--- src/rtl/cordic_dds.sv ---
module cordic_dds #(
  parameter int PW = 16,
  parameter int DW = 16,
  parameter int OW = 16
) (
  input  logic          clk,
  input  logic          rst_n,
  input  logic          en,
  input  logic [PW-1:0] phase_init,
  input  logic [PW-1:0] phase_step,
  output logic [OW-1:0] sample_o,
  output logic          sample_valid_o
);
  localparam int  IW  = DW + 1;
  localparam int  ZW  = PW + 1;
  localparam int  LAT = DW + 2;
  localparam real PI  = 3.14159265358979323846;

  function automatic real comp_gain();
    real k = 1.0;
    for (int i = 0; i < DW; i++) k = k / $sqrt(1.0 + 2.0 ** (-2.0 * i));
    return k;
  endfunction

  function automatic logic signed [ZW-1:0] atan_units(input int i);
    real a = $atan(2.0 ** (-1.0 * i)) * (2.0 ** PW) / (2.0 * PI);
    return ZW'($rtoi(a + 0.5));
  endfunction

  localparam logic signed [IW-1:0] X0   = IW'($rtoi(comp_gain() * (2.0 ** (DW - 1) - 1.0) + 0.5));
  localparam logic signed [IW-1:0] YMAX = IW'((64'sd1 <<< (DW - 1)) - 1);
  localparam logic signed [IW-1:0] YMIN = -YMAX;

  logic [PW-1:0]          acc;
  logic [LAT-1:0]         vsr;
  logic signed [IW-1:0]   xa [0:DW];
  logic signed [IW-1:0]   ya [0:DW];
  logic signed [ZW-1:0]   za [0:DW];
  logic signed [DW-1:0]   yc;
  logic [OW-1:0]          adapted;

  always_ff @(posedge clk)
    if (!rst_n)  acc <= phase_init;
    else if (en) acc <= acc + phase_step;

  always_ff @(posedge clk)
    if (!rst_n)  vsr <= '0;
    else if (en) vsr <= {vsr[LAT-2:0], 1'b1};

  assign sample_valid_o = vsr[LAT-1];

  always_ff @(posedge clk)
    if (en) begin
      unique case (acc[PW-1 -: 2])
        2'd0: begin xa[0] <= X0;       ya[0] <= '0;  end
        2'd1: begin xa[0] <= '0;       ya[0] <= X0;  end
        2'd2: begin xa[0] <= -X0;      ya[0] <= '0;  end
        default: begin xa[0] <= '0;    ya[0] <= -X0; end
      endcase
      za[0] <= {3'b000, acc[PW-3:0]};
    end

  for (genvar i = 1; i <= DW; i++) begin : g_stage
    localparam logic signed [ZW-1:0] ANG = atan_units(i - 1);
    logic signed [IW-1:0] xs, ys;
    assign xs = xa[i-1] >>> (i - 1);
    assign ys = ya[i-1] >>> (i - 1);
    always_ff @(posedge clk)
      if (en) begin
        if (za[i-1] >= 0) begin
          xa[i] <= xa[i-1] - ys;
          ya[i] <= ya[i-1] + xs;
          za[i] <= za[i-1] - ANG;
        end else begin
          xa[i] <= xa[i-1] + ys;
          ya[i] <= ya[i-1] - xs;
          za[i] <= za[i-1] + ANG;
        end
      end
  end

  assign yc = (ya[DW] > YMAX) ? YMAX[DW-1:0] :
              (ya[DW] < YMIN) ? YMIN[DW-1:0] : ya[DW][DW-1:0];

  if (OW < DW) begin : g_narrow
    localparam int D = DW - OW;
    localparam logic signed [OW:0] OMAX = (OW + 1)'((64'sd1 <<< (OW - 1)) - 1);
    logic signed [DW:0] t;
    logic signed [OW:0] r;
    assign t = {yc[DW-1], yc} + (DW + 1)'(64'sd1 <<< (D - 1));
    assign r = t[DW:D];
    assign adapted = (r > OMAX) ? OMAX[OW-1:0] : r[OW-1:0];
  end else if (OW > DW) begin : g_widen
    assign adapted = {yc, {(OW - DW){1'b0}}};
  end else begin : g_same
    assign adapted = yc;
  end

  always_ff @(posedge clk)
    if (en) sample_o <= adapted;

endmodule

--- config.mk ---
export PLATFORM = sky130hd
export DESIGN_NAME = cordic_dds
export DESIGN_NICKNAME = d
export VERILOG_FILES = /design/src/rtl/cordic_dds.sv
export SDC_FILE = /design/constraint.sdc
export NUM_CORES = 2
export LEC_CHECK = 0
export ABC_AREA = 1
export BUFFER_PORTS_ARGS = -buffer_cell sky130_fd_sc_hd__buf_2
export CORE_UTILIZATION = 50
export DETAILED_ROUTE_END_ITERATION = 16
export PLACE_DENSITY_LB_ADDON = 0.1
export SYNTH_ARGS = -nofsm -noshare
export SYNTH_HDL_FRONTEND = slang
export SYNTH_SLANG_ARGS = --single-unit
--- constraint.sdc ---
create_clock -name clk -period 6.38 [get_ports clk]
set_clock_uncertainty 0.15 [all_clocks]
set_input_delay 0.638 -clock clk [delete_from_list [all_inputs] [get_ports clk]]
set_output_delay 0.638 -clock clk [all_outputs]
set_load 0.01 [all_outputs]
* Word level (Yosys, flattened, before mapping)
Memories as Yosys holds them, arrays and structs flattened.
Cells that the tools add are included.
** Word-level totals
- Bits in registers :: 50
- Memory bits (writable) :: 867
- Input port bits :: 35
- Output and inout bits :: 17
- Word-level logic and storage cells :: 346
- Memories :: 3
** Cells by class
- Add/sub/neg operators :: 94
- $lt $le $gt $ge :: 18
- Equal/unequal tests :: 3
- Mux-type cells :: 167
- Bitwise logic cells :: 54
- Reductions and logical operators :: 3
** Memory list
- xa :: depth 17, width 17, rd ports 16, clocked after Yosys merged registers in 0, wr ports 17, RTL line 36 : logic signed [IW-1:0] xa [0:DW];
- ya :: depth 17, width 17, rd ports 17, clocked after Yosys merged registers in 0, wr ports 17, RTL line 37 : logic signed [IW-1:0] ya [0:DW];
- za :: depth 17, width 17, rd ports 16, clocked after Yosys merged registers in 0, wr ports 17, RTL line 38 : logic signed [ZW-1:0] za [0:DW];
** Operators with widths (count)
- two-way mux 17 bit :: 54
- greater-or-equal comparator 17 x 1 -> 1 bit (second input constant) :: 16
- two-way mux 1 bit :: 110
- OR 1 bit :: 54
- two-way mux 16 bit :: 3
- adder 17 x 10 -> 17 bit :: 2
- adder 17 x 11 -> 17 bit :: 2
- adder 17 x 12 -> 17 bit :: 2
- adder 17 x 13 -> 17 bit :: 2
- adder 17 x 14 -> 17 bit :: 2
- adder 17 x 15 -> 17 bit :: 2
- adder 17 x 16 -> 17 bit :: 2
- adder 17 x 2 -> 17 bit :: 2
- adder 17 x 2 -> 17 bit (second input constant) :: 2
- adder 17 x 3 -> 17 bit :: 2
- adder 17 x 4 -> 17 bit :: 2
- adder 17 x 5 -> 17 bit :: 2
- adder 17 x 6 -> 17 bit :: 2
- adder 17 x 7 -> 17 bit :: 2
- adder 17 x 8 -> 17 bit :: 2
- adder 17 x 9 -> 17 bit :: 2
- subtractor 17 x 10 -> 17 bit :: 2
- subtractor 17 x 11 -> 17 bit :: 2
- subtractor 17 x 12 -> 17 bit :: 2
- 50 further kinds :: 64

* Longest topological paths before layout
- Depth after elaboration :: 7
- Mapped depth :: 20
- Mapped depth without buffers :: 20

* Least setup slack after synthesis
No wires, ideal clock.
- Path kind :: input to register
- Start point :: in en
- End point :: mem ya[16][13] (netlist name), data pin
- Setup time :: 0.252 ns
- Arrival :: 3.070 ns
- Required time :: 5.978 ns
- Path slack :: 2.908 ns
- Cell stages on the path :: 13
- Buffers on the path :: 2
- Cell sequence :: buf_6 -> buf_2 -> nand2_1 -> inv_1 -> o21ai_0 -> ha_1 -> a21oi_1 -> nand2_1 -> a21oi_1 -> nand3b_1 -> nand2_1 -> nand2_1 -> nand2_1
** RTL lines
- start: declaration :: RTL line 8 : input logic en,
- end: declaration :: RTL line 37

==> impl_metrics.yaml <==
outcome:
  status: "completed"
critical_path:
  timing.rr.start: "za[6][16]$_DFFE_PP_"
  start_kind: "primary input"
  crit_top_cell: "nand2_1"
  path_max_fanout: 76
  crit_type: "in -> reg"
  cpMaxStageDelayCell: "inv_1"
  cp.arrival_ps: 4430
  cpPeakStageDelay_ps: 730
  cpLargestDelayFamily: "buffers and inverters"
  path_cells: "buf_8 -> buf_4 -> nand2_2 -> inv_1 -> o21ai_0 -> fa_1 -> nand2_1 -> nand2_1 -> and2_1 -> nand3_1 -> nand3_1 -> nand2_1 -> nand2_1 -> nand2_1 -> nand2_1"
  rrSetupSlack_ps: 2590
  crit_buf_inv: 3
  reg2regPathDepth: 12
  r2r-end: "ya[7][14]$_DFFE_PP_"
  required_ps: 6690
  cp-end-kind: "flop"
route:
  met1_length_mm: 75.9
  drt-total-wl_mm: 167
  drt_iter0_markers: 3522
  firstDrtPassIters: 9
  avgRoutedWirePerCell_um: 15.9
  final_antenna_net_count: 0
  vias_per_cell: 5.31
  remaining_drc_errors: 0
  routed-wl-met2_mm: 80.2
  maxUsedRoutingLayer: "met4"
  met3WireLength_mm: 6.29
  via_count: 55609
clocking:
  htree_levels: 3
  root_buffer: "clkbuf_16"
  cts_tree: "done"
  postCtsResizedCells: 0
  insertion_delay_ps: 720
  clk_pin_slew_ps: 60
  numClockSinks: 814
  cts_inserted_buffers: 97
  cts_buffer_depth: 3
timing:
  period_minus_slack_ps: 4120
  fin_tns_setup_ps: 0
  finalHoldViolations: 0
  finalMaxSlewViolations: 0
  setup_viol: 0
  finalCritPeriodShare_pct: 64.5
  worstMarginPinSlew_ps: 971
  rsz0062_at_grt: "no"
  clock.fmax_mhz: 243
  slew_headroom_pct: 34.6
synth:
  ys_ff_latch: 814
  synthTopCellsByCount: "2196 x nand2_1, 1116 x inv_1, 796 x edfxtp_1, 756 x ha_1, 716 x a21oi_1"
  synthAdderAreaFrac_pct: 15.4
  synth_area_um2: 67600
  yosysMostFrequentCell: "nand2_1"
  synth_fp_nets: 9360
  async_flop_share_pct: 0
  synth_mux_area_share_pct: 0
  ys_seq_area_share_pct: 35.9
  synth_edf_count: 796
  avgSynthCellArea_um2: 7.93
  synth_ff_type: "edfxtp_1"
  netlist.area_leader.share_pct: 35.4
  synthSimpleGateAreaFrac_pct: 22.6
  synth_compound_area_share_pct: 11.1
  synth_top_area_cell: "edfxtp_1"
  netlist_instances: 8522
  synth_top_family_by_area: "simple AND/OR/NAND/NOR gates"
  synth_cell_type_count: 46
  yosysWarnings: 0
  synth.area.top_cells: "edfxtp_1 35%, ha_1 14%, nand2_1 12%, xor2_1 7.0%, inv_1 6.2%"
  synthXorXnorAreaFrac_pct: 8.32
grt:
  antenna_found_initial: 0
  track_usage_pct: 24.3
  grt_pass1_wl_mm: 270
  gr-total-overflow: 0
  grt_max_degree: 154
  grt_pass1_vias: 52770
cells_and_area:
  fin_nets: 9469
  num_antenna_cells: 0
  area_delta_synth_final_pct: 8.57
  design_area_um2: 73400
  drive_above_1_share_pct: 3.28
hold_path:
  whs_path_depth: 3
  hold_class: "in -> reg"
  holdPathEnd: "acc[5]$_DFFE_PP_"
  hold_start: "phase_init[5]"
run:
  drv_cap: 0
place:
  portBuffers: 51
  place.detailed.hpwl_mm: 134
  finalWeightedCongestion: 0.931
  place_area_um2: 69900
floorplanning:
  die_w_um: 370
  die_area_um2: 137000
  die_h_um: 370
  row_count: 134
  io_pins: 52
  design.core.area_um2: 134000
  start_util_pct: 50.5
-- metrics by stage --
step	hold slack, ps	setup slack, ps	util (%)	cells
2_1_floorplan	250	2910	-	8522
3_3_place_gp	252	1680	52.2	10290
3_5_place_dp	255	1580	52.2	10290
4_1_cts	10.1	2350	54.8	10481
5_1_grt	32.4	1940	54.8	10481
6_report	72.2	2260	54.8	10481
-- sequential cells by signal, indices dropped and copies added, names as in the netlist --
register / flops
sample_o: 16
ya: 273
xa: 241
za: 250
acc: 16
vsr: 18
-- kinds of logic (layout without fill, tap and decap cells) --
group                    count (synthesis)  after routing
buffers and inverters                 1196           1387
adder cells (fa/ha/maj)                803            803
AO/OA/AOI/OAI                         1367           1367
flip-flops                             814            814
XOR/XNOR                               642            642
AND/OR/NAND/NOR                       3700           3700
-- worst reg2reg max path, cell delays in order, from the launching register on --
cell and delay [ps]:
edfxtp_1 400, nand2_2 550, inv_1 550, o21ai_0 630
fa_1 320, nand2_1 60, nand2_1 60, and2_1 180
inv_1 60, o21bai_1 260, nand3_1 170, nand3_1 100
nand2_1 60
-- per-layer routing --
layer  track usage (%)  vias up
met3              2.65      255
met4              6.86        0
met2              42.5     1045
met1              31.6    25478
met5                 0        -
li1                  -    28831
-- timing repair --
action                                 CTS  global route
hold buffers                            10             0
buffers inserted                         0             0
endpoints found under the hold margin   10             0
-- placed cells by master (no fill, tap or decap), types with 9 or more instances in the layout --
cell,Yosys,routed
clkbuf_16,0,98
or2_2,32,32
edfxtp_1,796,796
a21oi_1,716,716
inv_1,1116,1116
o31ai_1,43,43
a31oi_1,48,48
buf_2,29,50
ha_1,756,756
clkbuf_1,33,22
nand2_1,2196,2196
nand3b_1,42,42
clkinv_2,1,15
xor2_1,542,542
o21bai_1,33,33
dfxtp_1,18,18
nor4_1,15,15
and2_1,17,17
o21ai_0,372,372
nand2_2,16,16
inv_2,9,9
bufinv_16,0,18
xnor2_1,100,100
o21a_1,58,58
clkinv_1,1,12
buf_4,1,16
nand3_1,626,626
nor2_1,648,648
a21o_1,71,71
fa_1,47,47
dlygate4sd3_1,0,10
nand4_1,54,54
nor3_1,45,45
-- worst max path at each step --
stage / startpoint / to / cells past startpoint
2_1_floorplan: en / ya[16][13]$_DFFE_PP_ / 13
3_3_place_gp: en / xa[5][14]$_DFFE_PP_ / 14
3_5_place_dp: en / ya[3][14]$_DFFE_PP_ / 15
4_1_cts: en / xa[3][13]$_DFFE_PP_ / 14
5_1_grt: en / xa[3][13]$_DFFE_PP_ / 14
6_report: en / ya[3][14]$_DFFE_PP_ / 15
-- final cells by class --
cell class / instances / area (µm²)
multi-input combinational: 6512 / 38800
inverter: 1127 / 4230
tap: 1768 / 2210
timing repair buffer: 79 / 526
fill: 12658 / 60400
clock buffer: 120 / 2530
clock inverter: 61 / 832
sequential: 814 / 24300
Power is not shown: default switching activity piles up to over one toggle a cycle in this logic, so the estimate is an artifact.
